### src/rtl/pmu_user_gate.sv
module pmu_user_gate #(
  parameter int DW         = 64,
  parameter int NW         = 10,
  parameter int USER_OFS   = 16,
  parameter int CTL0_NUM   = 'h1B,
  parameter int CTL2_NUM   = 'h11,
  parameter int CTR_BASE   = 'h13,
  parameter int NCTR       = 6,
  parameter int CC_LSB     = 18,
  parameter int FC_BIT     = 31,
  parameter int AE_BIT     = 26,
  parameter int AO_BIT     = 7,
  parameter int FZP_LSB    = 0,
  parameter int FZP_STRIDE = 9,
  parameter int EXCL_LO    = 5,
  parameter int EXCL_HI    = 6
) (
  input  logic          clk,
  input  logic          rst_n,
  input  logic          req_valid,
  input  logic          req_write,
  input  logic          req_user,
  input  logic [NW-1:0] req_num,
  input  logic [DW-1:0] req_wdata,
  output logic [DW-1:0] rd_data,
  output logic [1:0]    exc_code
);

  localparam logic [1:0] EXC_NONE = 2'd0;
  localparam logic [1:0] EXC_FU   = 2'd1;
  localparam logic [1:0] EXC_HEA  = 2'd2;

  function automatic logic [DW-1:0] ctl2_umask_f();
    logic [DW-1:0] m = '0;
    for (int i = 0; i < NCTR; i++) m[FZP_LSB + i*FZP_STRIDE] = 1'b1;
    return m;
  endfunction

  localparam logic [DW-1:0] CTL0_UMASK =
    (DW'(1) << FC_BIT) | (DW'(1) << AE_BIT) | (DW'(1) << AO_BIT);
  localparam logic [DW-1:0] CTL2_UMASK = ctl2_umask_f();

  logic [DW-1:0] ctl0_q, ctl2_q;
  logic [DW-1:0] ctr_q [NCTR];

  logic [NW-1:0]   eff_num;
  logic            hit_ctl0, hit_ctl2, mapped, excl, grant, we;
  logic [NCTR-1:0] ctr_hit, excl_hit;
  logic [1:0]      cc;
  logic [DW-1:0]   raw, umask, merged;

  assign eff_num  = req_user ? req_num + NW'(USER_OFS) : req_num;
  assign hit_ctl0 = eff_num == NW'(CTL0_NUM);
  assign hit_ctl2 = eff_num == NW'(CTL2_NUM);

  for (genvar i = 0; i < NCTR; i++) begin : g_dec
    assign ctr_hit[i]  = eff_num == NW'(CTR_BASE + i);
    assign excl_hit[i] = ctr_hit[i] && (i + 1 >= EXCL_LO) && (i + 1 <= EXCL_HI);
  end

  assign mapped = hit_ctl0 | hit_ctl2 | (|ctr_hit);
  assign cc     = ctl0_q[CC_LSB +: 2];
  assign excl   = (|excl_hit) && cc == 2'b11;

  always_comb begin
    exc_code = EXC_NONE;
    if (req_valid && req_user && mapped) begin
      if (excl)                 exc_code = EXC_FU;
      else if (req_write)       exc_code = cc[1] ? EXC_NONE : (cc[0] ? EXC_FU : EXC_HEA);
      else if (cc == 2'b01)     exc_code = EXC_FU;
    end
  end

  assign grant = req_valid && mapped && exc_code == EXC_NONE;
  assign we    = grant && req_write;

  always_comb begin
    raw = '0;
    if (hit_ctl0) raw = ctl0_q;
    if (hit_ctl2) raw = ctl2_q;
    for (int i = 0; i < NCTR; i++)
      if (ctr_hit[i]) raw = ctr_q[i];
  end

  assign umask   = !req_user ? '1 : hit_ctl0 ? CTL0_UMASK : hit_ctl2 ? CTL2_UMASK : '1;
  assign rd_data = (grant && !req_write) ? (raw & umask) : '0;
  assign merged  = (raw & ~umask) | (req_wdata & umask);

  always_ff @(posedge clk) begin
    if (!rst_n) begin
      ctl0_q <= '0;
      ctl2_q <= '0;
      for (int i = 0; i < NCTR; i++) ctr_q[i] <= '0;
    end else if (we) begin
      if (hit_ctl0) ctl0_q <= merged;
      if (hit_ctl2) ctl2_q <= merged;
      for (int i = 0; i < NCTR; i++)
        if (ctr_hit[i]) ctr_q[i] <= merged;
    end
  end

endmodule


### config.mk
export PLATFORM = sky130hd
export DESIGN_NAME = pmu_user_gate
export DESIGN_NICKNAME = d
export VERILOG_FILES = /design/src/rtl/pmu_user_gate.sv
export SDC_FILE = /design/constraint.sdc
export NUM_CORES = 1
export LEC_CHECK = 0
export ABC_AREA = 1
export BUFFER_PORTS_ARGS = -buffer_cell sky130_fd_sc_hd__buf_2
export CORE_UTILIZATION = 40
export DETAILED_ROUTE_END_ITERATION = 8
export GPL_TIMING_DRIVEN = 0
export PLACE_DENSITY = 0.62
export SYNTH_ARGS = -nofsm -noshare
export SYNTH_HDL_FRONTEND = slang
export SYNTH_SLANG_ARGS = --single-unit
### constraint.sdc
create_clock -name clk -period 9 [get_ports clk]
set_input_delay 1.8 -clock clk [delete_from_list [all_inputs] [get_ports clk]]
set_output_delay 1.8 -clock clk [all_outputs]
set_load 0.02 [all_outputs]
# Yosys cells after proc, flatten, opt, wreduce, memory -nomap -nowiden
# Memory sizes are Yosys's and may differ from the RTL's.
# Cells that the tools add are included.
# totals
mem_count,1
ram_bits,384
in_bits,79
regBits,128
# classes
muxes,50
n_reduce_logical,13
eq_ne,10
addsub,1
bitwise_logic,13
# memory_table
name,depth,width,rd,rd_clocked_by_memory_dff,wr,line,text
ctr_q,6,64,6,0,6,44,logic [DW-1:0] ctr_q [NCTR];
# op_table
op,n
two-way mux 64 bit,18
bitwise AND 64 bit,3
== test 10 x 5 -> 1 bit (second input constant),8
inverter 64 bit,1
OR 64 bit,1
two-way mux 1 bit,26
adder 10 x 5 -> 10 bit (second input constant),1
two-way mux 10 bit,1
two-way mux 2 bit,5
OR 1 bit,8
logical AND 1 bit,7
OR reduction 6 bit,1
AND reduction 2 bit,2
== test 2 x 1 -> 1 bit (second input constant),1
== test 2 bit (second input constant),1
logical NOT 2 bit,1
OR reduction 2 bit,1
logical NOT 1 bit,1

# Depth between registers and ports, before layout
# logic_depth
ltp_word,14
mapped_depth,20

# Least setup slack after synthesis
# No wires, ideal clock.
# synth_path
path_kind,in2out
from,in req_num[4]
to,out rd_data[10]
arrival_ns,3.879
stages,18
path_slack_ns,3.321
cell_sequence,ha_1 -> inv_1 -> nand2_1 -> nand2_2 -> nand4_1 -> nor2_1 -> nand2_2 -> buf_6 -> nand2_2 -> nor2_2 -> nand2_2 -> nand2_2 -> a21oi_4 -> nand3_1 -> inv_1 -> nand3_2 -> buf_2 -> a21oi_1
# synth_via
elab_chain_cells,13
elab_cells_between_ends,35
classes_between,add/sub (1); eq/ne (8); mux (15); bitwise (3); reduce/logical (8)
# synth_rtl
element,line,text
"start, declared",23,"input logic [NW-1:0] req_num,"
adder 10 x 5 -> 10 bit,52,assign eff_num = req_user ? req_num + NW'(USER_OFS) : req_num;
two-way mux 10 bit *,52,
== test 10 x 5 -> 1 bit,53,assign hit_ctl0 = eff_num == NW'(CTL0_NUM);
two-way mux 64 bit,79,if (hit_ctl0) raw = ctl0_q;
two-way mux 64 bit,80,if (hit_ctl2) raw = ctl2_q;
two-way mux 64 bit (6 in series),82,if (ctr_hit[i]) raw = ctr_q[i];
bitwise AND 64 bit,86,assign rd_data = (grant && !req_write) ? (raw & umask) : '0;
two-way mux 64 bit *,86,
"end, declared",25,"output logic [DW-1:0] rd_data,"
# Every way passes the cells marked *; elsewhere a longest branch is shown, timed or not.

# Worst setup path in the final report
# layout_path
from,in req_num[4]
to,out rd_data[63]
# The elaborated chain is that of the path after synthesis.

==> run metrics <==
slew at the pin closest to its max-slew limit=1.499 ns; Clock Latency Late Sink=0.65 ns; # IOs=145; Pwr per Cell Area=about 160 nW/um^2; maximum number of pins on one net before global-route repair=60; cells along the critical path=buf_2 > ha_1 > nand2_1 > nor2_1 > nand2_1 > nand2_1 > inv_2 > nor2_2 > nand2_2 > buf_6 > nand2_2 > nor2_2 > nand2_2 > nand2_2 > a21oi_4 > nand3_1 > inv_1 > nand3_2 > a21oi_1 > buf_2; P&R area growth vs syn=13.60%; maximum count of clock buffers along a single path=3; number of buffers added on ports=143; tightest slew margin relative to the limit=0.06929%; overall routed net length=94970 um; required time at the endpoint of the critical path=~7 ns; total die area=73470 sq um; violations in the final reports=max-capacitance violations; distinct cell type count of the synthesized netlist=26; wire length of the first global-routing pass=around 140000 um; total area of sequential cells=between 10000 and 15000 sq um; yosys warns=0; quantity of gates resized following cts=0; post-synthesis sequential element count=512; crit-path most repeated cell=nand2_2; Final Skew=0.02689 ns; max-slew violation count=0; most common library cell in the layout ignoring fill and taps=nand2_1; slowest stage delay, CP=~0.77 ns; die width=271.1 um; First-pass DRT Iterations=5; average vias per placed instance=5.078; total power consumption of the routed design=between 0.005 and 0.006 W; clock root buffer=clkbuf_16; buffer count from post-CTS setup fixing=0; DRC violation count after routing=0; share of the yosys chip area belonging to registers=about half; count of nets left with antenna violations after detail routing=0; worst IR drop on VDD=0.1667 mV; area of the multi-input gates=11780 sq um; leading cell types in the layout, fill and taps excluded=nand2_1, nor2_1, inv_1, edfxtp_1, nor3_2; run status=finished, violations left; share of the clock period used by the worst path=83.49%; max capacitance violation total=1; hold buffer count at CTS=0; fin crit period=between 7 and 8 ns; Initial Util=40.44%; level count of the clock H-tree=2; kind of critical path=in -> out; launch instance of the worst min-delay path=ctl2_q[37]; Hold Violations, Final=0; Congestion Overflow GR=0; via count=between 20000 and 25000; TritonCTS clock tree=yes; estimated wirelength of the detail-placed design=66660 um; CTS sink count=512; number of instances in the synthesized netlist=between 3000 and 4000; total clock buffers created by CTS=57; largest fanout of any net on the critical path=11; final worst hold slack=0.5090 ns; number of antenna violations at the first check in global routing=2; average wire per cell in the routed design=between 15 and 20 um; number of buffers and inverters on the critical path=5; routability cong.=0.8680; Max stage delay cell, worst path=a21oi_1; violation count after the first detailed-routing iteration=2107; Filler Cell Count=7135; final layout net count=3863; post-route cell area=32900 sq um; Clock transition at path regs=0.06 ns; overall fraction of global-route tracks in use=25.64%; FMAX=0.1331 GHz; Net Count, Synth=about 3700; delay-heaviest family, CP=simple AND/OR/NAND/NOR gates; cell area reported after detailed placement=31050 sq um; std cell rows=98; average cell area after synthesis=8.100 sq um; setup TNS=0 ns; kind of start point of the critical path=primary input; netlist area before placement=28960 sq um; path class of the lowest-slack min-delay path=reg -> reg; Critical Path End Type=primary output; Leakage=13.90 nW; Worst Path Arrival=5.71 ns; setup repair after global routing missed its margin=no; fraction of final layout cells with drive strength greater than 1=18.45%; core footprint=71610 sq um; R2R Path Start=ctl0_q[19]; worst setup path start=req_num[4]; via count of the first global-routing pass=between 20000 and 25000; Die H=271.1 um; Setup Viol. Count Final=0
registers in the layout (all words and copies together), names as in the netlist:
register and flops:
ctr_q 384, ctl0_q 64, ctl2_q 64
cells in the mapped netlist:
cell	n	area [sq um]
o21ai_0	64	320.3
edfxtp_1	384	11530
nor3_1	157	785.8
dfxtp_1	128	2562
clkbuf_1	111	416.7
nand2_2	14	87.58
buf_2	86	430.4
o21bai_1	128	960.9
buf_1	19	71.32
nand2_1	928	3483
nor2_1	528	1982
inv_2	34	127.6
o21ai_1	1	5.000
ha_1	1	12.51
a21oi_1	67	335.3
and2_1	1	6.260
nand3b_1	1	7.510
nand4_1	9	56.30
nor3_2	294	2943
nand3_2	2	20.02
nor2_4	1	11.26
nand3_1	134	670.6
nor2_2	3	18.77
buf_6	38	427.9
a21oi_4	2	32.53
inv_1	440	1652
per-stage QoR:
stage	setup slack (ns)	cells	util [%]
6_report	1.486	4787	45.94
5_1_grt	1.366	4782	45.92
4_1_cts	1.712	4782	45.92
3_5_place_dp	1.716	4674	43.36
3_3_place_gp	1.191	4668	43.10
2_1_floorplan	3.321	3575	-
per-layer routing:
layer | track usage, % | wire, um | vias up
li1 | - | - | 11820
met1 | 34.26 | 40610 | 11440
met2 | 41.78 | 44230 | 883
met3 | 3.887 | 6770 | 163
met4 | 9.649 | 3357 | 2
met5 | 0 | 13 | -
logic make-up after synthesis:
| family | Yosys count | synth area share [%] |
|---|---|---|
| compound gates | 262 | 5.712 |
| buf+inv | 728 | 10.79 |
| flops | 512 | 48.67 |
| simple gates | 2072 | 34.78 |
| fa+ha+maj | 1 | 0.04320 |
worst register-to-register path, stage by stage (launching register included):
cell	delay, ns
dfxtp_1	0.33
inv_1	0.08
nor2_1	0.15
nor2_1	0.09
a21oi_4	0.19
nand2_2	0.08
nor2_4	0.29
nand2_2	0.10
buf_6	0.22
buf_6	0.19
nand2_4	0.37
buf_16	0.32
worst paths after layout:
kind	endpoint	slack (ns)	cells after the start
min	ctl2_q[37]	0.51	4
max	rd_data[63]	1.49	20
max reg2reg	ctr_q[5][20]	6.21	11
min reg2reg	ctl2_q[37]	0.51	4
power by group:
part           switching, W  internal [W]  leakage [nW]
Sequential        0.0000158       0.00259          4.97
Clock               0.00100       0.00134         0.889
Combinational      0.000237     0.0000649          8.04
Total               0.00125       0.00400          13.9
cell type report:
class	count	area share (%)
antenna	5	0.03803
buffer	254	4.092
clock buffer	88	4.903
clock inverter	20	0.6732
inverter	474	5.408
multi-input combinational	2335	35.82
sequential	512	42.84
tap	950	3.613
timing repair buffer	149	2.609
Note: power is estimated with default switching activity, not from simulation.
